[config.mk]
export PLATFORM = sky130hd
export DESIGN_NAME = rxq_trig_timeout
export DESIGN_NICKNAME = d
export VERILOG_FILES = /design/src/rtl/rxq_pkg.sv /design/src/rtl/rxq_fcr_ctl.sv /design/src/rtl/rxq_store.sv /design/src/rtl/rxq_char_timer.sv /design/src/rtl/rxq_trig_timeout.sv
export SDC_FILE = /design/constraint.sdc
export NUM_CORES = 1
export LEC_CHECK = 0
export BUFFER_PORTS_ARGS = -buffer_cell sky130_fd_sc_hd__buf_4
export CORE_ASPECT_RATIO = 1.2
export CORE_MARGIN = 8
export CORE_UTILIZATION = 60
export CTS_BUF_LIST = sky130_fd_sc_hd__clkbuf_8
export DETAILED_ROUTE_END_ITERATION = 16
export GPL_ROUTABILITY_DRIVEN = 1
export PLACE_DENSITY_LB_ADDON = 0.2
export RECOVER_POWER = 50
export SKIP_LAST_GASP = 1
export SLEW_MARGIN = 20
export SYNTH_ARGS = -nofsm -noshare
export SYNTH_HDL_FRONTEND = slang
export SYNTH_SLANG_ARGS = --single-unit
[constraint.sdc]
create_clock -name clk -period 4.94 [get_ports clk]
set_input_delay 0.247 -clock clk [delete_from_list [all_inputs] [get_ports clk]]
set_output_delay 0.247 -clock clk [all_outputs]
set_load 0.02 [all_outputs]
[src/rtl/rxq_pkg.sv]
package rxq_pkg;

   typedef enum logic [1:0] {
      TRIG_ONE  = 2'b00,
      TRIG_QTR  = 2'b01,
      TRIG_HALF = 2'b10,
      TRIG_HIGH = 2'b11
   } trig_code_e;

   localparam int unsigned FRAME_W = 4;

   // bits per character: data length, optional parity, one or two stop bits
   function automatic logic [FRAME_W-1:0] frame_bits(input logic [3:0] cfg);
      logic [FRAME_W-1:0] n;
      n = 4'd5 + {2'b00, cfg[1:0]};
      n = n + {3'b000, cfg[3]};
      n = n + (cfg[2] ? 4'd2 : 4'd1);
      return n;
   endfunction

endpackage

[src/rtl/rxq_fcr_ctl.sv]
module rxq_fcr_ctl
   import rxq_pkg::*;
#(
   parameter int unsigned DEPTH = 16,
   parameter int unsigned CNT_W = 5
)(
   input  logic             clk,
   input  logic             rst_n,
   input  logic             we,
   input  logic [7:0]       wdata,
   output logic             en,
   output logic             dma,
   output logic [CNT_W-1:0] lvl,
   output logic             rx_clear,
   output logic             tx_flush
);

   localparam int unsigned LVL_QTR  = DEPTH / 4;
   localparam int unsigned LVL_HALF = DEPTH / 2;
   localparam int unsigned LVL_HIGH = DEPTH - 2;

   generate
      if (DEPTH < 8) begin : g_bad_depth
         $error("rxq_fcr_ctl: DEPTH must be at least 8");
      end
   endgenerate

   logic       en_q;
   logic       dma_q;
   trig_code_e code_q;
   logic       toggle;
   wire        unused_bits = ^wdata[5:4];

   assign toggle   = we && (wdata[0] != en_q);
   assign rx_clear = we && (wdata[1] || toggle);
   assign tx_flush = we && (wdata[2] || toggle);

   always_ff @(posedge clk or negedge rst_n) begin
      if (!rst_n) begin
         en_q   <= 1'b0;
         dma_q  <= 1'b0;
         code_q <= TRIG_ONE;
      end else if (we) begin
         en_q   <= wdata[0];
         dma_q  <= wdata[3];
         code_q <= trig_code_e'(wdata[7:6]);
      end
   end

   always_comb begin
      case (code_q)
         TRIG_ONE:  lvl = CNT_W'(1);
         TRIG_QTR:  lvl = CNT_W'(LVL_QTR);
         TRIG_HALF: lvl = CNT_W'(LVL_HALF);
         default:   lvl = CNT_W'(LVL_HIGH);
      endcase
   end

   assign en  = en_q;
   assign dma = dma_q;

endmodule

[src/rtl/rxq_store.sv]
module rxq_store #(
   parameter int unsigned DEPTH  = 16,
   parameter int unsigned DATA_W = 8,
   parameter int unsigned CNT_W  = 5
)(
   input  logic              clk,
   input  logic              rst_n,
   input  logic              clear,
   input  logic              push,
   input  logic [DATA_W-1:0] push_data,
   input  logic              pop,
   output logic [DATA_W-1:0] front,
   output logic [CNT_W-1:0]  count,
   output logic              full
);

   localparam int unsigned PTR_W = (DEPTH > 1) ? $clog2(DEPTH) : 1;
   localparam bit          POW2  = ((1 << PTR_W) == DEPTH);

   generate
      if (CNT_W < $clog2(DEPTH + 1)) begin : g_bad_cnt
         $error("rxq_store: CNT_W too narrow for DEPTH");
      end
   endgenerate

   logic [DATA_W-1:0] mem [DEPTH];
   logic [PTR_W-1:0]  wr_p, rd_p, wr_nx, rd_nx;
   logic [CNT_W-1:0]  cnt;
   logic              do_pop, do_push;

   assign full    = (cnt == CNT_W'(DEPTH));
   assign do_pop  = pop && (cnt != '0) && !clear;
   assign do_push = push && (!full || do_pop) && !clear;

   generate
      if (POW2) begin : g_wrap_free
         assign wr_nx = wr_p + 1'b1;
         assign rd_nx = rd_p + 1'b1;
      end else begin : g_wrap_cmp
         assign wr_nx = (wr_p == PTR_W'(DEPTH - 1)) ? '0 : wr_p + 1'b1;
         assign rd_nx = (rd_p == PTR_W'(DEPTH - 1)) ? '0 : rd_p + 1'b1;
      end
   endgenerate

   always_ff @(posedge clk) begin
      if (do_push) mem[wr_p] <= push_data;
   end

   always_ff @(posedge clk or negedge rst_n) begin
      if (!rst_n) begin
         wr_p <= '0;
         rd_p <= '0;
         cnt  <= '0;
      end else if (clear) begin
         wr_p <= '0;
         rd_p <= '0;
         cnt  <= '0;
      end else begin
         if (do_push) wr_p <= wr_nx;
         if (do_pop)  rd_p <= rd_nx;
         case ({do_push, do_pop})
            2'b10:   cnt <= cnt + 1'b1;
            2'b01:   cnt <= cnt - 1'b1;
            default: cnt <= cnt;
         endcase
      end
   end

   assign front = (cnt == '0) ? '0 : mem[rd_p];
   assign count = cnt;

   AST_NO_OVERFLOW: assert property (@(posedge clk) disable iff (!rst_n)
      (push && full && !pop && !clear) |=> (count == CNT_W'(DEPTH)));
   AST_CLEAR_EMPTIES: assert property (@(posedge clk) disable iff (!rst_n)
      clear |=> (count == '0));

endmodule

[src/rtl/rxq_char_timer.sv]
module rxq_char_timer
   import rxq_pkg::*;
#(
   parameter int unsigned TO_CHARS = 4,
   parameter int unsigned LIM_W    = 6
)(
   input  logic               clk,
   input  logic               rst_n,
   input  logic               restart,
   input  logic               cancel,
   input  logic               tick,
   input  logic [FRAME_W-1:0] char_len,
   output logic               expire
);

   generate
      if (TO_CHARS < 1) begin : g_bad_chars
         $error("rxq_char_timer: TO_CHARS must be positive");
      end
   endgenerate

   logic             armed;
   logic [LIM_W-1:0] cnt;
   logic [LIM_W-1:0] limit;

   assign limit  = LIM_W'(TO_CHARS) * LIM_W'(char_len);
   assign expire = armed && tick && !restart && !cancel && (cnt >= limit - 1'b1);

   always_ff @(posedge clk or negedge rst_n) begin
      if (!rst_n) begin
         armed <= 1'b0;
         cnt   <= '0;
      end else if (cancel) begin
         armed <= 1'b0;
         cnt   <= '0;
      end else if (restart) begin
         armed <= 1'b1;
         cnt   <= '0;
      end else if (armed && tick) begin
         if (expire) armed <= 1'b0;
         else        cnt   <= cnt + 1'b1;
      end
   end

endmodule

[src/rtl/rxq_trig_timeout.sv]
module rxq_trig_timeout
   import rxq_pkg::*;
#(
   parameter  int unsigned DEPTH    = 16,
   parameter  int unsigned DATA_W   = 8,
   parameter  int unsigned TO_CHARS = 4,
   localparam int unsigned CNT_W    = $clog2(DEPTH + 1),
   localparam int unsigned LIM_W    = $clog2(TO_CHARS * 12 + 1)
)(
   input  logic              clk,
   input  logic              rst_n,
   input  logic              rx_valid,
   input  logic [DATA_W-1:0] rx_data,
   input  logic              brk_valid,
   input  logic              rd_strobe,
   input  logic              lsr_rd,
   input  logic              fcr_we,
   input  logic [7:0]        fcr_wdata,
   input  logic [3:0]        line_cfg,
   input  logic              bit_tick,
   output logic [DATA_W-1:0] rd_data,
   output logic              data_ready,
   output logic              break_flag,
   output logic              overrun_flag,
   output logic [CNT_W-1:0]  rx_level,
   output logic [CNT_W-1:0]  trig_level,
   output logic              fifo_en,
   output logic              dma_mode,
   output logic              tx_flush,
   output logic              timeout_pend
);

   logic              rx_clear;
   logic              in_valid;
   logic [DATA_W-1:0] in_byte;
   logic              q_push, q_pop, q_full;
   logic [DATA_W-1:0] q_front;
   logic [CNT_W-1:0]  q_count;
   logic              pop_real, leaves_empty, leaves_bytes;
   logic              hold_push, hold_accept;
   logic [DATA_W-1:0] hold_q;
   logic              dr_q, brk_q, ovr_q, to_q;
   logic              dr_clr, ovr_set;
   logic              t_restart, t_expire;

   rxq_fcr_ctl #(.DEPTH(DEPTH), .CNT_W(CNT_W)) u_fcr (
      .clk(clk), .rst_n(rst_n), .we(fcr_we), .wdata(fcr_wdata),
      .en(fifo_en), .dma(dma_mode), .lvl(trig_level),
      .rx_clear(rx_clear), .tx_flush(tx_flush)
   );

   assign in_valid = rx_valid || brk_valid;
   assign in_byte  = brk_valid ? '0 : rx_data;
   assign q_push   = fifo_en && in_valid && !rx_clear;
   assign q_pop    = fifo_en && rd_strobe && !rx_clear;

   rxq_store #(.DEPTH(DEPTH), .DATA_W(DATA_W), .CNT_W(CNT_W)) u_store (
      .clk(clk), .rst_n(rst_n), .clear(rx_clear),
      .push(q_push), .push_data(in_byte), .pop(q_pop),
      .front(q_front), .count(q_count), .full(q_full)
   );

   assign pop_real     = q_pop && (q_count != '0);
   assign leaves_empty = q_pop && !q_push && (q_count <= CNT_W'(1));
   assign leaves_bytes = pop_real && !leaves_empty;

   // single holding byte when the queue is off
   assign hold_push   = !fifo_en && in_valid && !rx_clear;
   assign hold_accept = hold_push && (!dr_q || rd_strobe);

   always_ff @(posedge clk or negedge rst_n) begin
      if (!rst_n)           hold_q <= '0;
      else if (hold_accept) hold_q <= in_byte;
   end

   assign dr_clr  = fifo_en ? leaves_empty : (rd_strobe && !hold_accept);
   assign ovr_set = (q_push && q_full && !pop_real) ||
                    (hold_push && dr_q && !rd_strobe);

   always_ff @(posedge clk or negedge rst_n) begin
      if (!rst_n) begin
         dr_q  <= 1'b0;
         brk_q <= 1'b0;
      end else if (rx_clear) begin
         dr_q  <= 1'b0;
         brk_q <= 1'b0;
      end else begin
         if (q_push || hold_accept) dr_q <= 1'b1;
         else if (dr_clr)           dr_q <= 1'b0;
         if (brk_valid)                brk_q <= 1'b1;
         else if (lsr_rd || dr_clr)    brk_q <= 1'b0;
      end
   end

   always_ff @(posedge clk or negedge rst_n) begin
      if (!rst_n)       ovr_q <= 1'b0;
      else if (ovr_set) ovr_q <= 1'b1;
      else if (lsr_rd)  ovr_q <= 1'b0;
   end

   assign t_restart = q_push || leaves_bytes;

   rxq_char_timer #(.TO_CHARS(TO_CHARS), .LIM_W(LIM_W)) u_timer (
      .clk(clk), .rst_n(rst_n), .restart(t_restart), .cancel(rx_clear),
      .tick(bit_tick), .char_len(frame_bits(line_cfg)), .expire(t_expire)
   );

   always_ff @(posedge clk or negedge rst_n) begin
      if (!rst_n)                  to_q <= 1'b0;
      else if (rx_clear)           to_q <= 1'b0;
      else if (rd_strobe)          to_q <= 1'b0;
      else if (t_expire && fifo_en && (q_count != '0)) to_q <= 1'b1;
   end

   assign rd_data      = fifo_en ? q_front : hold_q;
   assign data_ready   = dr_q;
   assign break_flag   = brk_q;
   assign overrun_flag = ovr_q;
   assign timeout_pend = to_q;
   assign rx_level     = fifo_en ? q_count : CNT_W'(dr_q);

   AST_TOGGLE_EMPTIES: assert property (@(posedge clk) disable iff (!rst_n)
      (fcr_we && (fcr_wdata[0] != fifo_en)) |=> (rx_level == '0));
   AST_CFG_PERSIST: assert property (@(posedge clk) disable iff (!rst_n)
      fcr_we |=> (fifo_en == $past(fcr_wdata[0]) && dma_mode == $past(fcr_wdata[3])));
   AST_TO_NONEMPTY: assert property (@(posedge clk) disable iff (!rst_n)
      $rose(timeout_pend) |-> (rx_level != '0));
   AST_READ_CLR_TO: assert property (@(posedge clk) disable iff (!rst_n)
      rd_strobe |=> !timeout_pend);
   AST_EMPTY_READ: assert property (@(posedge clk) disable iff (!rst_n)
      (fifo_en && rd_strobe && rx_level == CNT_W'(1) && !rx_valid && !brk_valid && !fcr_we)
      |=> (!data_ready && !break_flag));
   AST_BRK_MARKS: assert property (@(posedge clk) disable iff (!rst_n)
      (brk_valid && !fcr_we) |=> (data_ready && break_flag));
   AST_HOLD_KEEP: assert property (@(posedge clk) disable iff (!rst_n)
      (!fifo_en && data_ready && rx_valid && !brk_valid && !rd_strobe && !fcr_we)
      |=> ($stable(rd_data) && overrun_flag));

endmodule

== After elaboration in Yosys (flattened, before gate mapping) ==
Memories as Yosys holds them, arrays and structs flattened.
Index checks and enable logic that the tools add are counted.
Word-level totals
  register bits after elaboration: 36
  memory bits (writable): 128
  bits of input ports: 28
  logic and storage cells: 127
  memories kept: 1
Cells by class
  $add $sub $neg: 9
  magnitude comparators: 2
  eq/ne operators: 7
  muxes and demuxes: 34
  reductions and logical operators: 61
Memory list
  u_store.mem: words 16, bits a word 8, rd ports 1, clocked after Yosys merged registers in 0, write ports 1, line rxq_store.sv:26  | logic [DATA_W-1:0] mem [DEPTH];
Operator list (number)
  logical AND 1 bit: 28
  two-way mux 6 bit: 4
  two-way mux 8 bit: 3
  two-way mux 1 bit: 18
  nonzero test 3 bit: 6
  two-way mux 4 bit: 4
  one-hot mux 4 bit (3 select lines): 1
  logical NOT 1 bit: 10
  two-way mux 5 bit: 2
  one-hot mux 5 bit (2 select lines): 1
  logical OR 1 bit: 9
  adder 4 x 1 -> 4 bit (second input constant): 2
  adder 6 x 1 -> 6 bit (second input constant): 1
  >= comparator 6 bit: 1
  nonzero test 2 bit: 3
  subtractor 6 x 1 -> 6 bit (second input constant): 1
  adder 5 x 1 -> 5 bit (second input constant): 1
  equality test 5 bit (second input constant): 1
  less-or-equal comparator 5 x 1 -> 1 bit (second input constant): 1
  logical NOT 5 bit: 1
  nonzero test 5 bit: 1
  subtractor 5 x 1 -> 5 bit (second input constant): 1
  adder 3 x 2 -> 4 bit (first input constant): 1
  adder 4 x 1 -> 4 bit: 1
  8 further kinds: 11

== Depth between registers and ports, before layout ==
Gate-level depths: netlist of run 1.
  depth after elaboration: 21
  depth in mapped cells: 15

== Modules after synthesis ==
From an unflattened synthesis of run 1, not the netlist that was laid out.
Unflattened totals
  cells, all modules: 462
  area total of the unflattened synthesis: 7402.1 um^2
Modules (own cells, without submodules)
  rxq_store: times used 1, cells an instance 305, area each 5788.1 um^2
  rxq_trig_timeout: times used 1, cells an instance 80, area each 869.6 um^2
  rxq_char_timer: times used 1, cells an instance 60, area each 546.8 um^2
  rxq_fcr_ctl: times used 1, cells an instance 17, area each 197.7 um^2

== Worst setup path before layout of run 1 ==
OpenSTA, ideal clock, no wires.
  path type: input to register
  from: input port line_cfg[0]
  to: register u_timer.cnt[2]
  setup time: 123 ps
  arrival: 2665 ps
  required time: 4817 ps
  setup slack: 2152 ps
  stages: 15
  path buffers: 0
  path through: inv_1 -> ha_1 -> inv_1 -> ha_1 -> inv_1 -> fa_1 -> nor2b_1 -> o22ai_1 -> a31oi_1 -> ha_1 -> a21oi_1 -> o21ai_1 -> or2_2 -> xor2_1 -> nor2_1
On the way
  word-level cells in the longest chain between the ends: 8
RTL lines
  start: declaration: line rxq_trig_timeout.sv:19  | input logic [3:0] line_cfg,
  adder 3 x 2 -> 4 bit: line rxq_pkg.sv:15  | n = 4'd5 + {2'b00, cfg[1:0]};
  adder 4 x 1 -> 4 bit: line rxq_pkg.sv:16  | n = n + {3'b000, cfg[3]};
  adder 4 x 2 -> 4 bit: line rxq_pkg.sv:17  | n = n + (cfg[2] ? 4'd2 : 4'd1);
  subtractor 6 x 1 -> 6 bit: line rxq_char_timer.sv:27  | assign expire = armed && tick && !restart && !cancel && (cnt >= limit - 1'b1);
  >= comparator 6 bit: line rxq_char_timer.sv:27
  logical AND 1 bit: line rxq_char_timer.sv:27
  != test 3 x 1 -> 1 bit (no source line)
  AND reduction 2 bit (no source line)
  end signal: assignment: line rxq_char_timer.sv:41  | else cnt <= cnt + 1'b1;
  end: declaration: line rxq_char_timer.sv:23  | logic [LIM_W-1:0] cnt;
Every way passes these cells.
A chain may end at the register's enable or synchronous reset.

== Worst setup path in the final report of run 1 ==
  from: register u_store.rd_p[0]
  to: output port rd_data[1]
On the way
  word-level cells in the longest chain between the ends: 3
RTL lines
  start: declaration: line rxq_store.sv:27  | logic [PTR_W-1:0] wr_p, rd_p, wr_nx, rd_nx;
  start signal: assignment: line rxq_store.sv:60  | if (do_pop) rd_p <= rd_nx;
  memory read (16 x 8 bit)
  two-way mux 8 bit: line rxq_store.sv:69  | assign front = (cnt == '0) ? '0 : mem[rd_p];
  two-way mux 8 bit: line rxq_trig_timeout.sv:115  | assign rd_data = fifo_en ? q_front : hold_q;
  end: declaration: line rxq_trig_timeout.sv:21  | output logic [DATA_W-1:0] rd_data,
Every way passes these cells.

==> results of run 1 <==
through the flow:
| stage | cell area [um2] | utilization [%] | hold slack (ps) |
|---|---|---|---|
| floorplan | 7410 | - | -48.6 |
| global route | 8360 | 69.0 | 11.4 |
| CTS | 8420 | 69.5 | 10.4 |
| finish | 8360 | 69.0 | 39.0 |
| global placement | 7950 | 65.6 | 232 |
| detailed placement | 7950 | 65.7 | 240 |
state kept, by name, summed over array words and instances, names as in the netlist:
register	flops
timeout_pend	1
data_ready	1
u_fcr.code_q	2
break_flag	1
u_fcr.en	1
u_store.mem	128
hold_q	8
u_store.count	5
u_timer.cnt	6
u_store.rd_p	4
u_timer.armed	1
u_fcr.dma	1
overrun_flag	1
u_store.wr_p	4
power groups by stage:
stage	clock (mW)	sequential (mW)	combinational, mW
6_report	1.05	1.63	0.753
3_5_place_dp	0	1.66	0.759
5_1_grt	1.11	1.64	0.814
2_1_floorplan	0	1.62	0.561
3_3_place_gp	0	1.65	0.743
4_1_cts	1.06	1.63	0.765
layout make-up:
class / count / area (um2) / share of cell area [%]
Timing Repair Buffer: 64 / 429 / 5.14
Sequential cell: 164 / 4740 / 56.8
Clock buffer: 19 / 262 / 3.13
Inverter: 28 / 105 / 1.26
Tap cell: 161 / 201 / 2.41
Clock inverter: 13 / 184 / 2.20
Multi-Input combinational cell: 252 / 2430 / 29.1
worst reg2reg max path: cells and delay by family (launching register included):
kind	cells	cell delay, ps
DFF	1	920
and+or+nand+nor	2	870
AOI/OAI and AO/OA	2	970
synth_stat cells (2+ instances only):
| library cell | number |
|---|---|
| edfxtp_1 | 128 |
| dfrtp_1 | 36 |
| nor2_1 | 32 |
| inv_1 | 27 |
| mux4_1 | 27 |
| nand2_1 | 21 |
| ha_1 | 17 |
| and2_1 | 14 |
| mux4_2 | 13 |
| clkbuf_1 | 12 |
| mux2_2 | 12 |
| nand3_1 | 12 |
| o21ai_1 | 11 |
| nor2b_1 | 9 |
| xor2_1 | 9 |
| a21oi_1 | 8 |
| o21ai_0 | 8 |
| a31oi_1 | 6 |
| nor3_1 | 6 |
| xnor2_1 | 5 |
| nor4_1 | 4 |
| buf_8 | 3 |
| mux2i_1 | 3 |
| nand4_1 | 3 |
| and3_1 | 2 |
| buf_1 | 2 |
| buf_2 | 2 |
| buf_4 | 2 |
| fa_1 | 2 |
| nand2b_1 | 2 |
| nor3b_1 | 2 |
| o211ai_1 | 2 |
| o211ai_2 | 2 |
| o221ai_1 | 2 |
| o22ai_1 | 2 |
| or3_1 | 2 |
layout by cell type, fill, tap and decap left out, drive strengths merged, types with 5 or more instances in the layout:
master | Yosys | layout
dfrtp | 36 | 36
nor2 | 32 | 32
ha | 17 | 17
edfxtp | 128 | 128
inv | 28 | 30
nor3 | 6 | 6
xor2 | 9 | 9
nand3 | 12 | 12
a21oi | 8 | 8
xnor2 | 5 | 5
nor2b | 9 | 9
nand2 | 21 | 21
a31oi | 7 | 7
mux4 | 40 | 40
and2 | 14 | 14
buf | 10 | 47
o21ai | 19 | 19
mux2 | 12 | 12
clkbuf | 12 | 34
kinds of logic after synthesis:
logic type,count (synthesis)
multiplexers,55
buffers and inverters,50
adder cells (fa/ha/maj),19
AND/OR/NAND/NOR,113
XOR/XNOR,14
AO/OA/AOI/OAI,50
other,1
flip-flops,164
routing by layer:
| metal | global-route usage [%] | vias up |
|---|---|---|
| li1 | - | 1910 |
| met1 | 22.6 | 2124 |
| met2 | 33.9 | 180 |
| met3 | 6.03 | 36 |
| met4 | 10.2 | 0 |
| met5 | 0 | - |
path summary, 6_finish.rpt:
path / slack, ps / cells past startpoint / endpoint
max: 1270 / 6 / rd_data[1]
min: 40 / 2 / u_fcr.code_q[1]$_DFFE_PN0P_
max reg2reg: 1790 / 4 / u_store.mem[15][7]$_DFFE_PP_
min reg2reg: 510 / 1 / hold_q[6]$_DFFE_PN0P_
max in group asynchronous: 2900 / 2 / u_timer.cnt[3]$_DFFE_PN0P_
min in group asynchronous: 900 / 2 / overrun_flag$_DFFE_PN0P_
==> results_dict.tcl, run 1 <==
set metrics [dict create \
    grt_start_max_net_pins 37 \
    cts.clk_slew.worst_paths_ps 80 \
    synth_top_area_share_pct 51.8 \
    timing.critical_path.from "u_store.rd_p[0]$_DFFE_PN0P_" \
    relSlewSlack_pct -32.8 \
    cts_buffers 17 \
    p_seq_share_pct 47.5 \
    combPwrFrac_pct 22.0 \
    route.met2.wl_mm 7.91 \
    cp.buffers_inverters 2 \
    fin_setup_tns_ps 0 \
    final_cells 701 \
    num-fill-cells 835 \
    p_switching_mw 0.965 \
    placement_rows 44 \
    ys_warn_count 0 \
    period_share_pct 74.3 \
    insertion_delay_ps 440 \
    layout-drive-gt1-share_pct 20.0 \
    overflow 0 \
    gp_congestion 0.812 \
    status "complete, but fails checks" \
    hold_start "fcr_wdata[7]" \
    crit_type "flip-flop to primary output" \
    drc 0 \
    synthAdderAreaFrac_pct 3.41 \
    cts-resized-gates 0 \
    clock-root-buffer "clkbuf_8" \
    pre_cts_ws_ps 1730 \
    grt_pass1_wl_mm 23.7 \
    wire_per_inst_um 22.2 \
    synth-simple-area-share_pct 7.56 \
    clkSinkCount 164 \
    synth_top_family_by_area "multiplexers" \
    synth.yosys.seq_area_share_pct 64.0 \
    crit_slowest_cell "dfrtp_1" \
    rr_startpoint "u_fcr.en$_DFFE_PN0P_" \
    core-area_um2 12100 \
    wl_met3_um 986 \
    htree_levels 4 \
    powerDensity_nw_per_um2 411 \
    area_growth_pct 12.7 \
    synth.area.mux_share_pct 15.7 \
    met1Wirelength_mm 6.16 \
    crit_family "multiplexers" \
    synthArstFlopShare_pct 22.0 \
    antennaDiodeCount 0 \
    avgSynthCellArea_um2 15.9 \
    antenna_found_initial 0 \
    critPathMaxStageDelay_ps 940 \
    cts_hold_buf 2 \
    synth_compound_area_share_pct 4.37 \
    ys.flop_type "edfxtp_1" \
    cts_tree "done" \
    finClkSkew_ps 8.50 \
    synthXorXnorAreaFrac_pct 1.65 \
    placed_cells 667 \
    initial_core_util_pct 61.2 \
    first_iter_violations 402 \
    layout_setup_ws_ps 1270 \
    crit_path_cell_trace "buf_4, mux4_1, mux4_2, nand3_1, o21ai_1, buf_4" \
    netlist_area_um2 7410 \
    cts_buffer_depth 2 \
    post-cts-setup-buffers 0 \
    setup_viol 0 \
    vias 4250 \
    min_path_type "input pin to flip-flop" \
    violations "max-capacitance violations, max-slew violations" \
    drt-total-wl_mm 15.5 \
    tightest_slew_ps 1990 \
    fmax_mhz 273 \
    grt_pass1_vias 4284 \
    worstPathMaxFanout 19 \
    synthCells 466 \
    maxSlewViolCount 37 \
    drv_cap 1 \
    pwr-share-clk_pct 30.5 \
    drtAntennaViolNets 0 \
    leakagePower_nw 3.11 \
    power.internal_mw 2.47 \
    synth_seq_cells 164 \
    grt_usage_pct 19.9 \
    finalNetCount 574 \
    viasPerCell 6.06 \
    synth_edf_count 128 \
    final.min_clock_period_ps 3670 \
    worstPathRequired_ps 4690 \
    firstDrtPassIters 5 \
    dieArea_um2 16200 \
    syn_nets 513 \
    rsz0062_at_grt "no" \
    io_pins 53 \
    place.port_buffers 49 \
    ir_drop_uv 387 \
    power_switching_share_pct 28.1 \
    synth_area_leaders "edfxtp_1 (52%), dfrtp_1 (12%), mux4_1 (9.6%)" \
    total_power_mw 3.43 \
    hold_viol_final 0 \
    hpwl_mm 10.2 \
    critPathLaunchType "flip-flop" \
    highest_layer "met4" \
    crit_arrival_ps 3420 \
    synth_area_leader_cell "edfxtp_1" \
    fp.dieW_um 117 \
    end_kind "primary output" \
    synthDistinctLibCells 52 \
    crit_top_cell "buf_4" \
    die_y_um 138 \
]
No activity file was read; power rests on OpenSTA's default activity.
==> inputs of run 2 (changes only) <==
==> constraint.sdc (replaced) <==
create_clock -name clk -period 3.69 [get_ports clk]
set_input_delay 0.1845 -clock clk [delete_from_list [all_inputs] [get_ports clk]]
set_output_delay 0.1845 -clock clk [all_outputs]
set_load 0.02 [all_outputs]
==> results_dict.tcl, run 2 (synthesized netlist as in run 1, its figures left out) <==
set metrics [dict create \
    hpwl_mm 10.1 \
    cts-resized-gates 0 \
    crit_type "flip-flop to primary output" \
    cts_buffer_depth 2 \
    num-fill-cells 840 \
    power.internal_mw 3.10 \
    initial_core_util_pct 61.2 \
    relSlewSlack_pct -35.0 \
    p_switching_mw 1.38 \
    drtAntennaViolNets 0 \
    grt_pass1_wl_mm 23.1 \
    post-cts-setup-buffers 0 \
    clock-root-buffer "clkbuf_8" \
    fp.dieW_um 117 \
    violations "max-capacitance violations, max-slew violations" \
    clkSinkCount 164 \
    antennaDiodeCount 0 \
    timing.critical_path.from "u_store.rd_p[0]$_DFFE_PN0P_" \
    grt_start_max_net_pins 38 \
    setup_viol 0 \
    leakagePower_nw 3.12 \
    vias 4226 \
    htree_levels 4 \
    final_common_cell "edfxtp_1" \
    first_iter_violations 299 \
    cts_tree "done" \
    end_kind "primary output" \
    layout-drive-gt1-share_pct 20.6 \
    hold_viol_final 0 \
    fin_setup_tns_ps 0 \
    largest_register_ffs 128 \
    placement_rows 44 \
    overflow 0 \
    rr_startpoint "u_fcr.en$_DFFE_PN0P_" \
    reg_top3 "u_store.mem: 128 flops, hold_q: 8 flops, u_timer.cnt: 6 flops" \
    pwr-share-clk_pct 28.7 \
    insertion_delay_ps 440 \
    cts_buffers 17 \
    critPathLaunchType "flip-flop" \
    dieArea_um2 16200 \
    powerDensity_nw_per_um2 534 \
    fmax_mhz 321 \
    rsz0062_at_grt "no" \
    status "complete, but fails checks" \
    total_power_mw 4.47 \
    crit_end "rd_data[5]" \
    r2r_cells 7 \
    crit_arrival_ps 2930 \
    io_pins 53 \
    combPwrFrac_pct 23.4 \
    area_growth_pct 13.0 \
    drv_cap 1 \
    final_cell_mix "edfxtp_1 (128), buf_4 (50), dfrtp_1 (36)" \
    cts_hold_buf 6 \
    wire_per_inst_um 21.3 \
    largest-register "u_store.mem" \
    gp_congestion 0.800 \
    firstDrtPassIters 5 \
    drt-total-wl_mm 15.1 \
    rr_endpoint "u_store.count[3]$_DFFE_PN0P_" \
    min_path_type "input pin to flip-flop" \
    die_y_um 138 \
    grt_usage_pct 19.1 \
    worstPathRequired_ps 3510 \
    place.port_buffers 49 \
    period_share_pct 84.5 \
    r2r_slack_ps 860 \
    tightest_slew_ps 2030 \
    maxSlewViolCount 37 \
    worstPathMaxFanout 37 \
    ir_drop_uv 349 \
    finClkSkew_ps 11.9 \
    core-area_um2 12100 \
    cts.clk_slew.worst_paths_ps 90 \
    antenna_found_initial 0 \
    power_switching_share_pct 30.8 \
    p_seq_share_pct 47.9 \
    drc 0 \
    final.min_clock_period_ps 3120 \
    finalNetCount 582 \
    grt_pass1_vias 4165 \
    viasPerCell 5.96 \
]
-- run 2: cell count changes in the layout (fill, tap and decap cells not counted) --
cell,change
clkbuf_8,-2
clkinvlp_4,-2
clkbuf_1,+1
clkinv_8,+1
inv_1,-2
bufinv_16,-3
clkinv_4,-1
inv_6,+6
inv_8,+3
buf_4,+3
dlygate4sd3_1,+4
-- run 2: worst min-delay path by stage --
| stage | end | depth (start not counted) | slack [ps] | startpoint |
|---|---|---|---|---|
| after floorplan | break_flag$_DFFE_PN0P_ | 0 | -110 | rst_n |
| after CTS | u_timer.armed$_DFFE_PN0P_ | 4 | 0.1 | bit_tick |
| after global routing | u_timer.armed$_DFFE_PN0P_ | 4 | 10 | bit_tick |
| after global placement | u_store.count[4]$_DFFE_PN0P_ | 1 | 180 | rst_n |
| after detailed placement | u_store.count[3]$_DFFE_PN0P_ | 1 | 180 | rst_n |
| final | u_timer.armed$_DFFE_PN0P_ | 4 | 20 | bit_tick |
-- run 2: per-stage QoR --
stage               instances  hold WS [ps]  setup slack, ps  area (um2)  utilization [%]
finish                    709          23.7              574        8380             69.2
floorplan                 466          -111              965        7410                -
global route              709          12.7              439        8380             69.2
CTS                       709         0.121              573        8440             69.7
global placement          671           176              712        7980             65.9
detailed placement        671           176              534        7980             65.9
-- run 2: power groups by stage --
| stage | registers (mW) | logic [mW] | clock network, mW |
|---|---|---|---|
| after floorplan | 2.17 | 0.750 | 0 |
| after detailed placement | 2.18 | 1.06 | 0 |
| after global routing | 2.15 | 1.12 | 1.37 |
| final | 2.14 | 1.05 | 1.29 |
| after CTS | 2.14 | 1.07 | 1.31 |
| after global placement | 2.18 | 1.03 | 0 |
-- run 2: metal layers --
metal	GRT usage [%]	vias up	wire length, um
met5	0	-	0
met4	10.0	0	492
met3	4.92	32	803
met2	32.5	131	7630
met1	22.2	2130	6140
li1	-	1933	-
-- run 2: cell type report --
| cell class | count | area, um2 | share of cell area, % |
|---|---|---|---|
| Clock buffer | 17 | 234 | 2.79 |
| Tap cell | 161 | 201 | 2.40 |
| Multi-Input combinational cell | 252 | 2430 | 29.0 |
| Inverter | 28 | 105 | 1.25 |
| Sequential cell | 164 | 4740 | 56.6 |
| Timing Repair Buffer | 72 | 495 | 5.91 |
| Clock inverter | 15 | 165 | 1.97 |
-- run 2: critical path: stages, from the launching register on --
cell and delay [ps]:
dfrtp_1 330, buf_4 490, mux4_1 680, mux4_2 510, nand3_1 100, o21ai_1 130, buf_4 230
==> inputs of run 3 (changes only) <==
--- a/config.mk
+++ b/config.mk
@@ -5,6 +5,7 @@
 export SDC_FILE = /design/constraint.sdc
 export NUM_CORES = 1
 export LEC_CHECK = 0
+export ABC_AREA = 1
 export BUFFER_PORTS_ARGS = -buffer_cell sky130_fd_sc_hd__buf_4
 export CORE_ASPECT_RATIO = 1.2
 export CORE_MARGIN = 8
==> constraint.sdc (replaced) <==
create_clock -name clk -period 3.24 [get_ports clk]
set_input_delay 0.162 -clock clk [delete_from_list [all_inputs] [get_ports clk]]
set_output_delay 0.162 -clock clk [all_outputs]
set_load 0.02 [all_outputs]
==> results_dict.tcl, run 3 <==
set metrics [dict create \
    min_path_type "input pin to flip-flop" \
    clkSinkCount 164 \
    crit_type "flip-flop to flip-flop" \
    drc 0 \
    relSlewSlack_pct -30.2 \
    grt_start_max_net_pins 90 \
    synthTopCellsByCount "edfxtp_1 (128), nand2_1 (114), nor2_1 (90)" \
    ys_warn_count 0 \
    cts.clk_slew.worst_paths_ps 90 \
    final_cells 978 \
    num-fill-cells 964 \
    cts_buffer_depth 2 \
    setup_viol 0 \
    hpwl_mm 11.4 \
    hold_viol_final 0 \
    synthDistinctLibCells 41 \
    place.port_buffers 49 \
    gp_congestion 0.896 \
    finClkSkew_ps 14.0 \
    overflow 0 \
    drt-total-wl_mm 16.9 \
    worstPathMaxFanout 19 \
    ir_drop_uv 452 \
    r2r_cells 8 \
    synth_area_leader_cell "edfxtp_1" \
    dieArea_um2 16700 \
    grt_pass1_wl_mm 27.5 \
    grt_usage_pct 21.0 \
    synth_seq_cells 164 \
    critPathLaunchType "flip-flop" \
    final.min_clock_period_ps 2810 \
    fp.dieW_um 119 \
    synth_edf_count 128 \
    hold_depth 2 \
    power_switching_share_pct 33.0 \
    end_kind "flip-flop" \
    initial_core_util_pct 61.1 \
    synth_most_common_cell "edfxtp_1" \
    clock-root-buffer "clkbuf_8" \
    htree_levels 4 \
    pwr-share-clk_pct 29.4 \
    core-area_um2 12600 \
    fin_setup_tns_ps 0 \
    ys.flop_type "edfxtp_1" \
    cts_buffers 17 \
    synth_top_area_share_pct 50.1 \
    fmax_mhz 355 \
    antennaDiodeCount 0 \
    final_cell_mix "edfxtp_1 (128), nand2_1 (114), nor2_1 (90)" \
    reg_top3 "u_store.mem: 128 flops, hold_q: 8 flops, u_timer.cnt: 6 flops" \
    antenna_found_initial 0 \
    syn_nets 786 \
    final_common_cell "edfxtp_1" \
    powerDensity_nw_per_um2 615 \
    insertion_delay_ps 450 \
    avgSynthCellArea_um2 10.4 \
    p_seq_share_pct 46.4 \
    synth.yosys.seq_area_share_pct 61.9 \
    rsz0062_at_grt "no" \
    firstDrtPassIters 5 \
    hold_slack_ps 41.9 \
    first_iter_violations 521 \
    leakagePower_nw 3.57 \
    synth_area_leaders "edfxtp_1 (50%), dfrtp_1 (12%), nand2_1 (5.6%)" \
    tightest_slew_ps 1950 \
    period_share_pct 86.8 \
    drv_cap 1 \
    synthCells 739 \
    crit_arrival_ps 2890 \
    vias 5454 \
    maxSlewViolCount 37 \
    finalNetCount 848 \
    layout-drive-gt1-share_pct 14.4 \
    io_pins 53 \
    placed_cells 937 \
    power.internal_mw 3.57 \
    cts_tree "done" \
    drtAntennaViolNets 0 \
    p_switching_mw 1.75 \
    grt_pass1_vias 5569 \
    largest-register "u_store.mem" \
    synthArstFlopShare_pct 22.0 \
    viasPerCell 5.58 \
    netlist_area_um2 7670 \
    die_y_um 140 \
    placement_rows 45 \
    combPwrFrac_pct 24.3 \
    largest_register_ffs 128 \
    wire_per_inst_um 17.3 \
    postLayoutCoreUtil_pct 68.9 \
    area_growth_pct 12.9 \
    worstPathRequired_ps 3320 \
    status "complete, but fails checks" \
    violations "max-capacitance violations, max-slew violations" \
]
[run 3: cell count changes in the layout (fill, tap and decap cells not counted), sizes merged, moves of 40 or more]
cell and delta:
nand2 +102, nor2 +64, mux4 -40, nand3 +50, o21ai +59, inv +54
[run 3: metrics by stage]
stage	setup slack [ps]	power, mW	area [um2]
after CTS	81.8	5.37	8720
final	427	5.32	8660
after global routing	233	5.58	8660
after detailed placement	81.3	3.81	8200
after floorplan	539	3.40	7670
after global placement	296	3.76	8200
[run 3: worst max-delay path: stages (launching register included)]
cell,delay (ps)
dfrtp_1,810
inv_4,110
nand2_4,90
nand3_2,100
nand2_4,230
o211ai_4,170
inv_2,140
nand2_1,140
nor2_1,640
[run 3: final cells by class]
cell class	instances	area, um2	share of cell area, %
inverters	85	322	3.71
well taps	164	205	2.37
clock buffers	17	234	2.70
clock inverters	15	191	2.21
multi-input cells	458	2420	28.0
flip-flops and latches	164	4750	54.8
repair buffers	75	534	6.17
[run 3: path summary, 6_finish.rpt]
path / from / end / slack (ps)
max: u_fcr.en$_DFFE_PN0P_ / u_store.mem[4][6]$_DFFE_PP_ / 430
min: fcr_we / u_fcr.dma$_DFFE_PN0P_ / 40
max reg2reg: u_fcr.en$_DFFE_PN0P_ / u_store.mem[4][6]$_DFFE_PP_ / 430
min in group asynchronous: rst_n / u_store.count[2]$_DFFE_PN0P_ / 790
min reg2reg: overrun_flag$_DFFE_PN0P_ / overrun_flag$_DFFE_PN0P_ / 510
max in group asynchronous: rst_n / u_store.rd_p[0]$_DFFE_PN0P_ / 1190
[run 3: kinds of logic (layout without fill, tap and decap cells)]
logic type / count (synthesis) / after routing / synth area share, %
mux: 4 / 4 / 0.587
simple gates: 303 / 303 / 17.9
buf+inv: 117 / 192 / 6.54
other cells: 1 / 1 / 0.0489
xor+xnor: 11 / 11 / 1.26
flops: 164 / 164 / 61.9
compound gates: 120 / 120 / 8.50
fa+ha+maj: 19 / 19 / 3.30
[run 3: layer usage]
metal	global-route usage [%]	wire length, um	vias to the layer above
li1	-	-	2635
met5	0	0	-
met3	4.05	922	33
met4	8.81	441	0
met1	24.8	6780	2614
met2	36.7	8800	172
[run 3: power groups by stage]
stage	sequential, mW	combinational (mW)	clock [mW]
after floorplan	2.46	0.943	0
after global placement	2.51	1.25	0
after detailed placement	2.51	1.30	0
after CTS	2.47	1.31	1.59
after global routing	2.48	1.43	1.66
final	2.47	1.29	1.56
[run 3: what timing repair did]
action,in CTS,in global routing
endpoints found under the hold margin,43,0
resized for setup,0,1
setup buffers,0,0
hold buffers,9,0
setup endpoints to repair,0,5
